==> src/rtl/adc_seq_pkg.sv <==
package adc_seq_pkg;
  localparam int unsigned CFG_W = 6;

  typedef struct packed {
    logic single_ended;
    logic odd_sign;
    logic unipolar;
  } chan_cfg_t;

  typedef enum logic [1:0] {ST_IDLE, ST_PULSE, ST_WAIT, ST_XFER} seq_state_e;

  // wire order: single_ended, odd_sign, x, x, unipolar, x
  function automatic logic [CFG_W-1:0] cfg_to_word(chan_cfg_t c);
    return {c.single_ended, c.odd_sign, 2'b00, c.unipolar, 1'b0};
  endfunction

  function automatic int unsigned ceil_div(int unsigned a, int unsigned b);
    return (a + b - 1) / b;
  endfunction

  function automatic int unsigned max_u(int unsigned a, int unsigned b);
    return (a > b) ? a : b;
  endfunction
endpackage

==> src/rtl/adc_seq_sck.sv <==
module adc_seq_sck #(
  parameter int unsigned HALF  = 2,
  parameter int unsigned NRISE = 12,
  localparam int unsigned HW   = $clog2(HALF + 1),
  localparam int unsigned IW   = $clog2(NRISE + 1)
) (
  input  logic          clk_i,
  input  logic          rst_ni,
  input  logic          start_i,
  output logic          sck_o,
  output logic          rise_o,
  output logic          fall_o,
  output logic          done_o,
  output logic [IW-1:0] rise_idx_o
);
  logic          active_q, sck_q, tick;
  logic [HW-1:0] hcnt_q;
  logic [IW-1:0] nrise_q;

  assign tick       = active_q && (hcnt_q == HW'(HALF - 1));
  assign rise_o     = tick && !sck_q;
  assign fall_o     = tick && sck_q;
  assign done_o     = fall_o && (nrise_q == IW'(NRISE));
  assign sck_o      = sck_q;
  assign rise_idx_o = nrise_q;

  always_ff @(posedge clk_i or negedge rst_ni) begin
    if (!rst_ni) begin
      active_q <= 1'b0;
      sck_q    <= 1'b0;
      hcnt_q   <= '0;
      nrise_q  <= '0;
    end else if (start_i) begin
      active_q <= 1'b1;
      sck_q    <= 1'b0;
      hcnt_q   <= '0;
      nrise_q  <= '0;
    end else if (active_q) begin
      if (tick) begin
        hcnt_q <= '0;
        sck_q  <= !sck_q;
        if (rise_o) nrise_q <= nrise_q + 1'b1;
        if (done_o) active_q <= 1'b0;
      end else begin
        hcnt_q <= hcnt_q + 1'b1;
      end
    end
  end

  p_sck_idle_low_r5: assert property (@(posedge clk_i) disable iff (!rst_ni)
    !active_q |-> !sck_q);
  p_rise_bound_r5: assert property (@(posedge clk_i) disable iff (!rst_ni)
    rise_o |-> (nrise_q < IW'(NRISE)));
endmodule

==> src/rtl/adc_seq_shift.sv <==
module adc_seq_shift #(
  parameter int unsigned OUT_W = 6,
  parameter int unsigned IN_W  = 12
) (
  input  logic             clk_i,
  input  logic             rst_ni,
  input  logic             load_i,
  input  logic [OUT_W-1:0] word_i,
  input  logic             rise_i,
  input  logic             fall_i,
  input  logic             sdo_i,
  output logic             sdi_o,
  output logic [IN_W-1:0]  data_o
);
  logic [OUT_W-1:0] out_q;
  logic [IN_W-1:0]  in_q;

  assign sdi_o  = out_q[OUT_W-1];
  assign data_o = in_q;

  always_ff @(posedge clk_i or negedge rst_ni) begin
    if (!rst_ni) begin
      out_q <= '0;
      in_q  <= '0;
    end else begin
      if (load_i)      out_q <= word_i;
      else if (fall_i) out_q <= out_q << 1;
      if (rise_i)      in_q  <= {in_q[IN_W-2:0], sdo_i};
    end
  end

  p_sdi_hold_r6: assert property (@(posedge clk_i) disable iff (!rst_ni)
    (rise_i && !load_i) |=> $stable(sdi_o));
endmodule

==> src/rtl/adc_seq_ctrl.sv <==
module adc_seq_ctrl
  import adc_seq_pkg::*;
#(
  parameter int unsigned CLK_NS     = 10,
  parameter int unsigned SCK_HALF   = 1,
  parameter int unsigned CONV_CYC   = 100,
  parameter int unsigned PERIOD_CYC = 250,
  parameter int unsigned DATA_W     = 12
) (
  input  logic              clk_i,
  input  logic              rst_ni,
  input  logic              enable_i,
  input  logic              long_mode_i,
  input  logic              req_valid_i,
  input  logic [2:0]        req_cfg_i,
  output logic              req_ready_o,
  output logic              convst_o,
  output logic              sck_o,
  output logic              sdi_o,
  input  logic              sdo_i,
  output logic              result_valid_o,
  output logic [DATA_W-1:0] result_data_o,
  output logic [2:0]        result_cfg_o,
  output logic              result_stale_o
);
  // minima: 40 MHz SCK, 1.6 us conversion, 240 ns acquisition, 20 ns pulse, 2 us cycle
  localparam int unsigned SCK_EFF  = max_u(SCK_HALF, ceil_div(25, 2 * CLK_NS));
  localparam int unsigned CONV_EFF = max_u(CONV_CYC, ceil_div(1600, CLK_NS));
  localparam int unsigned ACQ_EFF  = ceil_div(240, CLK_NS);
  localparam int unsigned HI_CYC   = max_u(1, ceil_div(20, CLK_NS));
  localparam int unsigned LEAD     = max_u(1, ceil_div(20, CLK_NS));
  localparam int unsigned PER_EFF  = max_u(PERIOD_CYC,
                                      max_u(ceil_div(2000, CLK_NS), CONV_EFF + LEAD + 1));
  localparam int unsigned PW = $clog2(PER_EFF + 1);
  localparam int unsigned AW = $clog2(ACQ_EFF + 1);
  localparam int unsigned IW = $clog2(DATA_W + 1);

  seq_state_e        state_q;
  logic [PW-1:0]     per_cnt_q;
  logic [AW-1:0]     acq_cnt_q;
  logic              convst_q, long_q, have_prev_q;
  chan_cfg_t         last_cfg_q, sent_cfg_q, prev_cfg_q, res_cfg_q, cfg_now;
  logic              res_valid_q, res_stale_q;
  logic [DATA_W-1:0] res_data_q, shift_data;
  logic              start_cnv, drop_cnv, go_xfer, seventh;
  logic              sck_rise, sck_fall, xfer_done;
  logic [IW-1:0]     rise_idx;

  assign cfg_now   = req_valid_i ? chan_cfg_t'(req_cfg_i) : last_cfg_q;
  assign start_cnv = (state_q == ST_IDLE) && enable_i &&
                     (per_cnt_q == PW'(PER_EFF - 1)) && (acq_cnt_q == AW'(ACQ_EFF));
  assign drop_cnv  = (state_q == ST_PULSE) &&
                     (per_cnt_q == (long_q ? PW'(CONV_EFF - 1) : PW'(HI_CYC - 1)));
  assign go_xfer   = (state_q == ST_WAIT) && (per_cnt_q == PW'(CONV_EFF + LEAD - 1));
  assign seventh   = sck_rise && (rise_idx == IW'(CFG_W));

  adc_seq_sck #(.HALF(SCK_EFF), .NRISE(DATA_W)) u_sck (
    .clk_i(clk_i), .rst_ni(rst_ni), .start_i(go_xfer), .sck_o(sck_o),
    .rise_o(sck_rise), .fall_o(sck_fall), .done_o(xfer_done), .rise_idx_o(rise_idx)
  );

  adc_seq_shift #(.OUT_W(CFG_W), .IN_W(DATA_W)) u_shift (
    .clk_i(clk_i), .rst_ni(rst_ni), .load_i(go_xfer), .word_i(cfg_to_word(cfg_now)),
    .rise_i(sck_rise), .fall_i(sck_fall), .sdo_i(sdo_i), .sdi_o(sdi_o), .data_o(shift_data)
  );

  always_ff @(posedge clk_i or negedge rst_ni) begin
    if (!rst_ni) begin
      state_q     <= ST_IDLE;
      per_cnt_q   <= PW'(PER_EFF - 1);
      acq_cnt_q   <= AW'(ACQ_EFF);
      convst_q    <= 1'b0;
      long_q      <= 1'b0;
      have_prev_q <= 1'b0;
      last_cfg_q  <= '0;
      sent_cfg_q  <= '0;
      prev_cfg_q  <= '0;
      res_cfg_q   <= '0;
      res_valid_q <= 1'b0;
      res_stale_q <= 1'b0;
      res_data_q  <= '0;
    end else begin
      res_valid_q <= 1'b0;
      if (per_cnt_q != PW'(PER_EFF - 1)) per_cnt_q <= per_cnt_q + 1'b1;
      if (seventh) acq_cnt_q <= '0;
      else if (acq_cnt_q != AW'(ACQ_EFF)) acq_cnt_q <= acq_cnt_q + 1'b1;
      case (state_q)
        ST_IDLE: if (start_cnv) begin
          state_q   <= ST_PULSE;
          convst_q  <= 1'b1;
          per_cnt_q <= '0;
          long_q    <= long_mode_i;
        end
        ST_PULSE: if (drop_cnv) begin
          convst_q <= 1'b0;
          state_q  <= ST_WAIT;
        end
        ST_WAIT: if (go_xfer) begin
          state_q    <= ST_XFER;
          last_cfg_q <= cfg_now;
          sent_cfg_q <= cfg_now;
        end
        ST_XFER: if (xfer_done) begin
          state_q     <= ST_IDLE;
          res_valid_q <= 1'b1;
          res_data_q  <= shift_data;
          res_cfg_q   <= prev_cfg_q;
          res_stale_q <= !have_prev_q;
          prev_cfg_q  <= sent_cfg_q;
          have_prev_q <= 1'b1;
        end
        default: state_q <= ST_IDLE;
      endcase
    end
  end

  assign req_ready_o    = go_xfer;
  assign convst_o       = convst_q;
  assign result_valid_o = res_valid_q;
  assign result_data_o  = res_data_q;
  assign result_cfg_o   = res_cfg_q;
  assign result_stale_o = res_stale_q;

  p_period_r2: assert property (@(posedge clk_i) disable iff (!rst_ni)
    $rose(convst_o) |-> ($past(per_cnt_q) == PW'(PER_EFF - 1)));
  p_acq_r8: assert property (@(posedge clk_i) disable iff (!rst_ni)
    $rose(convst_o) |-> ($past(acq_cnt_q) == AW'(ACQ_EFF)));
  p_short_hi_r3: assert property (@(posedge clk_i) disable iff (!rst_ni)
    ($fell(convst_o) && !long_q) |-> (per_cnt_q == PW'(HI_CYC)));
  p_long_hi_r4: assert property (@(posedge clk_i) disable iff (!rst_ni)
    ($fell(convst_o) && long_q) |-> (per_cnt_q == PW'(CONV_EFF)));
  p_cs_low_r5: assert property (@(posedge clk_i) disable iff (!rst_ni)
    sck_o |-> !convst_o);
  p_ready_r10: assert property (@(posedge clk_i) disable iff (!rst_ni)
    req_ready_o |-> (!convst_o && !sck_o));
  p_pulse_r12: assert property (@(posedge clk_i) disable iff (!rst_ni)
    result_valid_o |=> !result_valid_o);
endmodule

==> config.mk <==
export PLATFORM = sky130hd
export DESIGN_NAME = adc_seq_ctrl
export DESIGN_NICKNAME = d
export VERILOG_FILES = /design/src/rtl/adc_seq_pkg.sv /design/src/rtl/adc_seq_sck.sv /design/src/rtl/adc_seq_shift.sv /design/src/rtl/adc_seq_ctrl.sv
export SDC_FILE = /design/constraint.sdc
export NUM_CORES = 1
export LEC_CHECK = 0
export ABC_AREA = 1
export ABC_CLOCK_PERIOD_IN_PS = 1800
export BUFFER_PORTS_ARGS = -buffer_cell sky130_fd_sc_hd__buf_2
export CAP_MARGIN = 20
export CORE_MARGIN = 2
export CORE_UTILIZATION = 59
export DETAILED_ROUTE_END_ITERATION = 16
export GPL_ROUTABILITY_DRIVEN = 0
export PLACE_DENSITY = 0.85
export SETUP_SLACK_MARGIN = 0.5
export SLEW_MARGIN = 20
export SYNTH_ARGS = -nofsm -noshare
export SYNTH_HDL_FRONTEND = slang
export SYNTH_SLANG_ARGS = --single-unit
==> constraint.sdc <==
create_clock -name clk_i -period 1.8 [get_ports clk_i]
set_input_delay 0.09 -clock clk_i [delete_from_list [all_inputs] [get_ports clk_i]]
set_output_delay 0.09 -clock clk_i [all_outputs]
set_load 0.005 [all_outputs]
# == Yosys cells after proc, flatten, opt, wreduce, memory -nomap -nowiden ==
# Index checks and enable logic that the tools add are counted.
# op_classes
add_sub_neg,4
eq_ne,16
muxes,33
n_reduce_logical,26
# ops
operator,n
8-bit two-way mux,4
8-bit == test (second input constant),2
4-bit two-way mux,4
2-bit two-way mux,7
6-bit two-way mux,2
2-bit nonzero test,6
1-bit two-way mux,11
1-bit logical AND,10
5-bit two-way mux,2
8-bit by 1-bit adder with 8-bit output (second input constant),1
8-bit == test,1
8-bit != test (second input constant),1
2-bit case mux with 4 select lines,1
2-bit AND reduction,4
2-bit != test (second input constant),3
3-bit AND reduction,2
5-bit by 1-bit adder with 5-bit output (second input constant),1
5-bit == test (second input constant),1
5-bit != test (second input constant),1
4-bit by 1-bit adder with 4-bit output (second input constant),1
2-bit by 1-bit == test with 1-bit output (second input constant),2
2-bit == test (second input constant),2
4-bit by 3-bit == test with 1-bit output (second input constant),1
4-bit == test (second input constant),1
other kinds (7),8
# word_totals
ff_bits,67
in_bits,9
output_inout_bits,21
word_cells,103

# == Longest topological paths before layout ==
# depth
depth_word,8
mapped_depth,11
depth_no_buf,11

# == Cells and area by module ==
# Synthesis repeated with hierarchy kept, for this count alone.
# unflattened
cells_unflattened,370
hier_area_um2,3183.1
# by_module_without_submodules
module,n_inst,cells_each,area_per_inst_um2,seq_area_each_um2
adc_seq_ctrl,1,244,2043.2,1036.0
adc_seq_shift,1,77,729.4,450.4
adc_seq_sck,1,49,410.4,200.2

# == Least setup slack after synthesis ==
# OpenSTA, ideal clock, no wires.
# synth_path
path_kind,flip-flop to flip-flop
startpoint,register per_cnt_q[0]
endpoint,register state_q[0]
setup_ps,117
t_arrival_ps,1324
setup_slack_ps,359
stages_incl_launch_ff,9
path_buffers,0
period_less_slack_ps,1441
path_cell_list,dfstp_2 > ha_1 > nand3_1 > nor2_4 > nand2_4 > nand2_4 > nand3_2 > nand2_1 > nand2_1
# synth_via
elab_chain_cells,5
elab_cells_between_ends,11
cone_classes,6 x eq/ne; 5 x reduce/logical
# synth_rtl
element,line_no,rtl
start: declaration,adc_seq_ctrl.sv:39,logic [PW-1:0] per_cnt_q;
start signal: assignment,adc_seq_ctrl.sv:70,per_cnt_q <= PW'(PER_EFF - 1);
start signal: assignment,adc_seq_ctrl.sv:84,if (per_cnt_q != PW'(PER_EFF - 1)) per_cnt_q <= per_cnt_q + 1'b1;
8-bit == test,adc_seq_ctrl.sv:51,(per_cnt_q == PW'(PER_EFF - 1)) && (acq_cnt_q == AW'(ACQ_EFF));
1-bit logical AND,adc_seq_ctrl.sv:50,assign start_cnv = (state_q == ST_IDLE) && enable_i &&
1-bit logical AND,adc_seq_ctrl.sv:51,
2-bit != test (no line),n/a,
4-bit AND reduction (no line) *,n/a,
end signal: assignment,adc_seq_ctrl.sv:69,state_q <= ST_IDLE;
end signal: assignment,adc_seq_ctrl.sv:89,state_q <= ST_PULSE;
end signal: assignment,adc_seq_ctrl.sv:96,state_q <= ST_WAIT;
end: declaration,adc_seq_ctrl.sv:38,seq_state_e state_q;
# Mark *: on every way between the ends. The rest lies on a longest branch, timed or not.
# A chain may end at the register's enable or synchronous reset.

# == Worst setup path after layout ==
# layout_path
startpoint,register per_cnt_q[0]
endpoint,output port req_ready_o
# layout_via
elab_chain_cells,2
# layout_rtl
element,line_no,rtl
8-bit == test,adc_seq_ctrl.sv:54,assign go_xfer = (state_q == ST_WAIT) && (per_cnt_q == PW'(CONV_EFF + LEAD - 1));
1-bit logical AND,adc_seq_ctrl.sv:54,
end: declaration,adc_seq_ctrl.sv:16,"output logic req_ready_o,"
# No other way between the ends.

==> metrics.md <==
| Metric | Value |
|---|---|
| CORE AREA | `around 5200 um^2` |
| CTS clk-pin slew, worst paths | `~70 ps` |
| Type of origin of the critical path | `flip-flop` |
| Mapped Area | `between 3000 and 4000 um^2` |
| Die area | `about 6000 um^2` |
| Layout cells sized above 1 | `47.9%` |
| Pwr Total | `3.24 mW` |
| Die X | `between 70 and 80 um` |
| Post-synthesis cell count | `between 300 and 400` |
| Setup TNS | `0 ps` |
| Top-count cell post-synth | `nand2_1` |
| Power Dens Cells | `roughly 710 nW/um^2` |
| Grt ovf | `0` |
| GRT Total Usage | `a little over a quarter` |
| N_diodes | `0` |
| R2R setup slack | `roughly 120 ps` |
| IO Pins | `30` |
| Post-synth cell types | `32` |
| CP max FO | `2` |
| Avg Cell Area, Syn | `a little over 9 um^2` |
| Clock sinks | `66` |
| FFs w/ async S/R, synth | `100%` |
| WP buf/inv | `3` |
| Final WL | `a little over 9 mm` |
| H-tree levels | `3` |
| CTS buffer count | `9` |
| Vias | `about 2.8k` |
| Iter 0 DRT Violations | `219` |
| Most frequently used flop master after synthesis | `dfrtp_1` |
| Register area share after synthesis | `51.9%` |
| Setup violators final | `0` |
| EDFF count, synth | `0` |
| Maximum capacitance violations | `0` |
| Critical Path AT | `about 1600 ps` |
| Status | `finished clean` |
| Detail Placement HPWL | `between 4 and 5 mm` |
| Ranking of synthesized cells by area | `dfrtp_1, nand2_1, dfstp_2` |
| Slew headroom | `65.8%` |
| DR pass1 iterations | `5` |
| CP delay by family, top | `flip-flops` |
| Period utilization | `roughly 96%` |
| WP data required | `between 1500 and 2000 ps` |
| Layout net count | `approximately 450` |
| Fillers | `223` |
| Slowest stage cell on the critical path | `dfstp_2` |
| HP Class | `in -> reg` |
| Worst VDD drop | `approximately 830 uV` |
| Vias in the first global route | `approximately 2.7k` |
| Drt drc | `0` |
| Die Span Y | `around 78 um` |
| F_max | `581 MHz` |
| Vias per Instance | `between 5 and 6` |
| Clk_skew | `15.4 ps` |
| Largest net degree at the start of global routing | `47` |
| Wirelength per Cell | `approximately 18 um` |
| Critical register-to-register path startpoint | `per_cnt_q[0]` |
| CTS tree | `built` |
| Lkg Pwr | `between 2 and 2.5 nW` |
| Final Hold Viols | `0` |
| Row cnt | `26` |
| Reg2reg path depth | `12` |
| YS warnings | `0` |
| First-pass GRT wire length | `about 12 mm` |
| Worst skew pair latency | `370 ps` |
| RSZ-0062 raised after global routing | `true` |
| Yosys reg bits | `66` |
| Syn Nets | `370` |
| Root Driver | `clkbuf_8` |
| Layout area overhead | `42.1%` |
| Worst-path cell chain | `ha_4, inv_2, nor2_2, nand3_2, nor2_4, buf_8, buf_6` |
| Critical path class | `reg -> out` |
| Fin crit period | `1720 ps` |
| CP max stage delay | `approximately 570 ps` |
| Hold Crit Depth | `5` |
| Port bufs | `29` |
| ANT nets after route | `0` |
| Synth cell count leaders | `nand2_1, dfrtp_1, inv_1` |
| Hold endpoint | `sent_cfg_q[1]` |
| Worst Tran Pin Value | `513 ps` |
| Final Slew Violations | `0` |
| Initial Util | `around three fifths` |
| CP Capture Type | `output port` |
| Top cell type's share of synthesized area | `a little under half` |
| Antenna violations before repair | `0` |
| Leading area contributor after synthesis | `dfrtp_1` |
| Longest Clk Path Bufs | `2` |
| Hold path startpoint | `req_cfg_i[1]` |
| Reg-to-reg endpoint | `state_q[1]` |
==> layer usage <==
layer | global-route usage, % | routed length (um) | vias up
met4 | 13.8 | 494 | 0
li1 | - | - | 1265
met3 | 5.58 | 499 | 44
met2 | 48.3 | 4910 | 145
met1 | 31.0 | 3370 | 1379
met5 | 0 | 0 | -
==> layout by cell type, fill, tap and decap left out, types with 5 or more instances in the layout <==
cell,n
buf_2,28
ha_4,6
o21ai_1,11
nor2_4,8
clkbuf_8,9
buf_6,6
dfstp_2,8
inv_1,38
nand2_4,21
buf_12,5
nand2_2,18
nor2_1,18
buf_4,29
o21ai_2,21
o21ai_0,8
dfrtp_1,57
inv_2,11
nand2_1,57
nand3_1,8
nand3_2,5
xor2_1,5
ha_1,5
==> sequential cells by signal, summed over array words and instances, names as in the netlist, 3 cells and up <==
signal	count
acq_cnt_q	5
per_cnt_q	8
prev_cfg_q	3
result_cfg_o	3
result_data_o	12
sent_cfg_q	3
u_sck.rise_idx_o	4
u_shift.data_o	12
u_shift.out_q	5
==> cell families after synthesis <==
group,count (synthesis),share of synthesized area (%)
and+or+nand+nor,154,23.0
DFF,66,51.9
buffers and inverters,61,8.47
AOI/OAI and AO/OA,52,10.7
adders and majority gates,11,4.30
xor gates and xnor gates,6,1.64
==> power breakdown <==
| part | internal, mW | switching, mW |
|---|---|---|
| clock network | 1.06 | 0.635 |
| registers | 1.48 | 0 |
| logic | 0.0180 | 0.0398 |
| total | 2.56 | 0.675 |
==> cell type report <==
type | count | area (um^2) | area share [%]
Clock buffer | 9 | 124 | 2.72
Inverter | 53 | 214 | 4.70
Timing Repair Buffer | 78 | 711 | 15.6
Sequential cell | 66 | 1660 | 36.5
Tap cell | 70 | 87.6 | 1.92
Clock inverter | 7 | 141 | 3.11
Multi-Input combinational cell | 223 | 1610 | 35.4
==> repair_timing <==
item | 4_1_cts | 5_1_grt
hold endpoints to repair | 22 | 0
endpoints found under the setup margin | 52 | 66
buffers inserted | 19 | 19
cloned | 4 | 0
hold buffers | 3 | 0
pin swaps | 10 | 13
gates resized for setup | 41 | 59
==> tightest hold or removal path, delay by kind of cell <==
family | cells | cell delay [ps]
buffers and inverters | 1 | 90
AND/OR/NAND/NOR | 2 | 130
AO/OA/AOI/OAI | 2 | 160
==> how the worst max path moves through the flow <==
stage	from	to	slack (ps)	depth (start not counted)
after floorplan	per_cnt_q[0]	u_shift.out_q[1]	390	8
after global placement	u_sck.rise_idx_o[1]	result_data_o[3]	240	10
after detailed placement	u_sck.rise_idx_o[1]	result_data_o[11]	170	10
after CTS	per_cnt_q[0]	req_ready_o	130	7
after global routing	per_cnt_q[0]	req_ready_o	20	7
final	per_cnt_q[0]	req_ready_o	80	7
==> per-stage QoR <==
stage                     cell area (um^2)  hold slack [ps]  instances  worst slack [ps]  utilization, %
after floorplan                       3270             -206        350               394               -
after global placement                3480             74.5        445               240            67.2
after CTS                             4180              117        487               130            80.7
after global routing                  4550              161        506              21.5            88.0
after detailed placement              3480             79.6        445               167            67.2
final                                 4550              153        506              79.1            88.0
No activity file was read; power rests on OpenSTA's default activity.
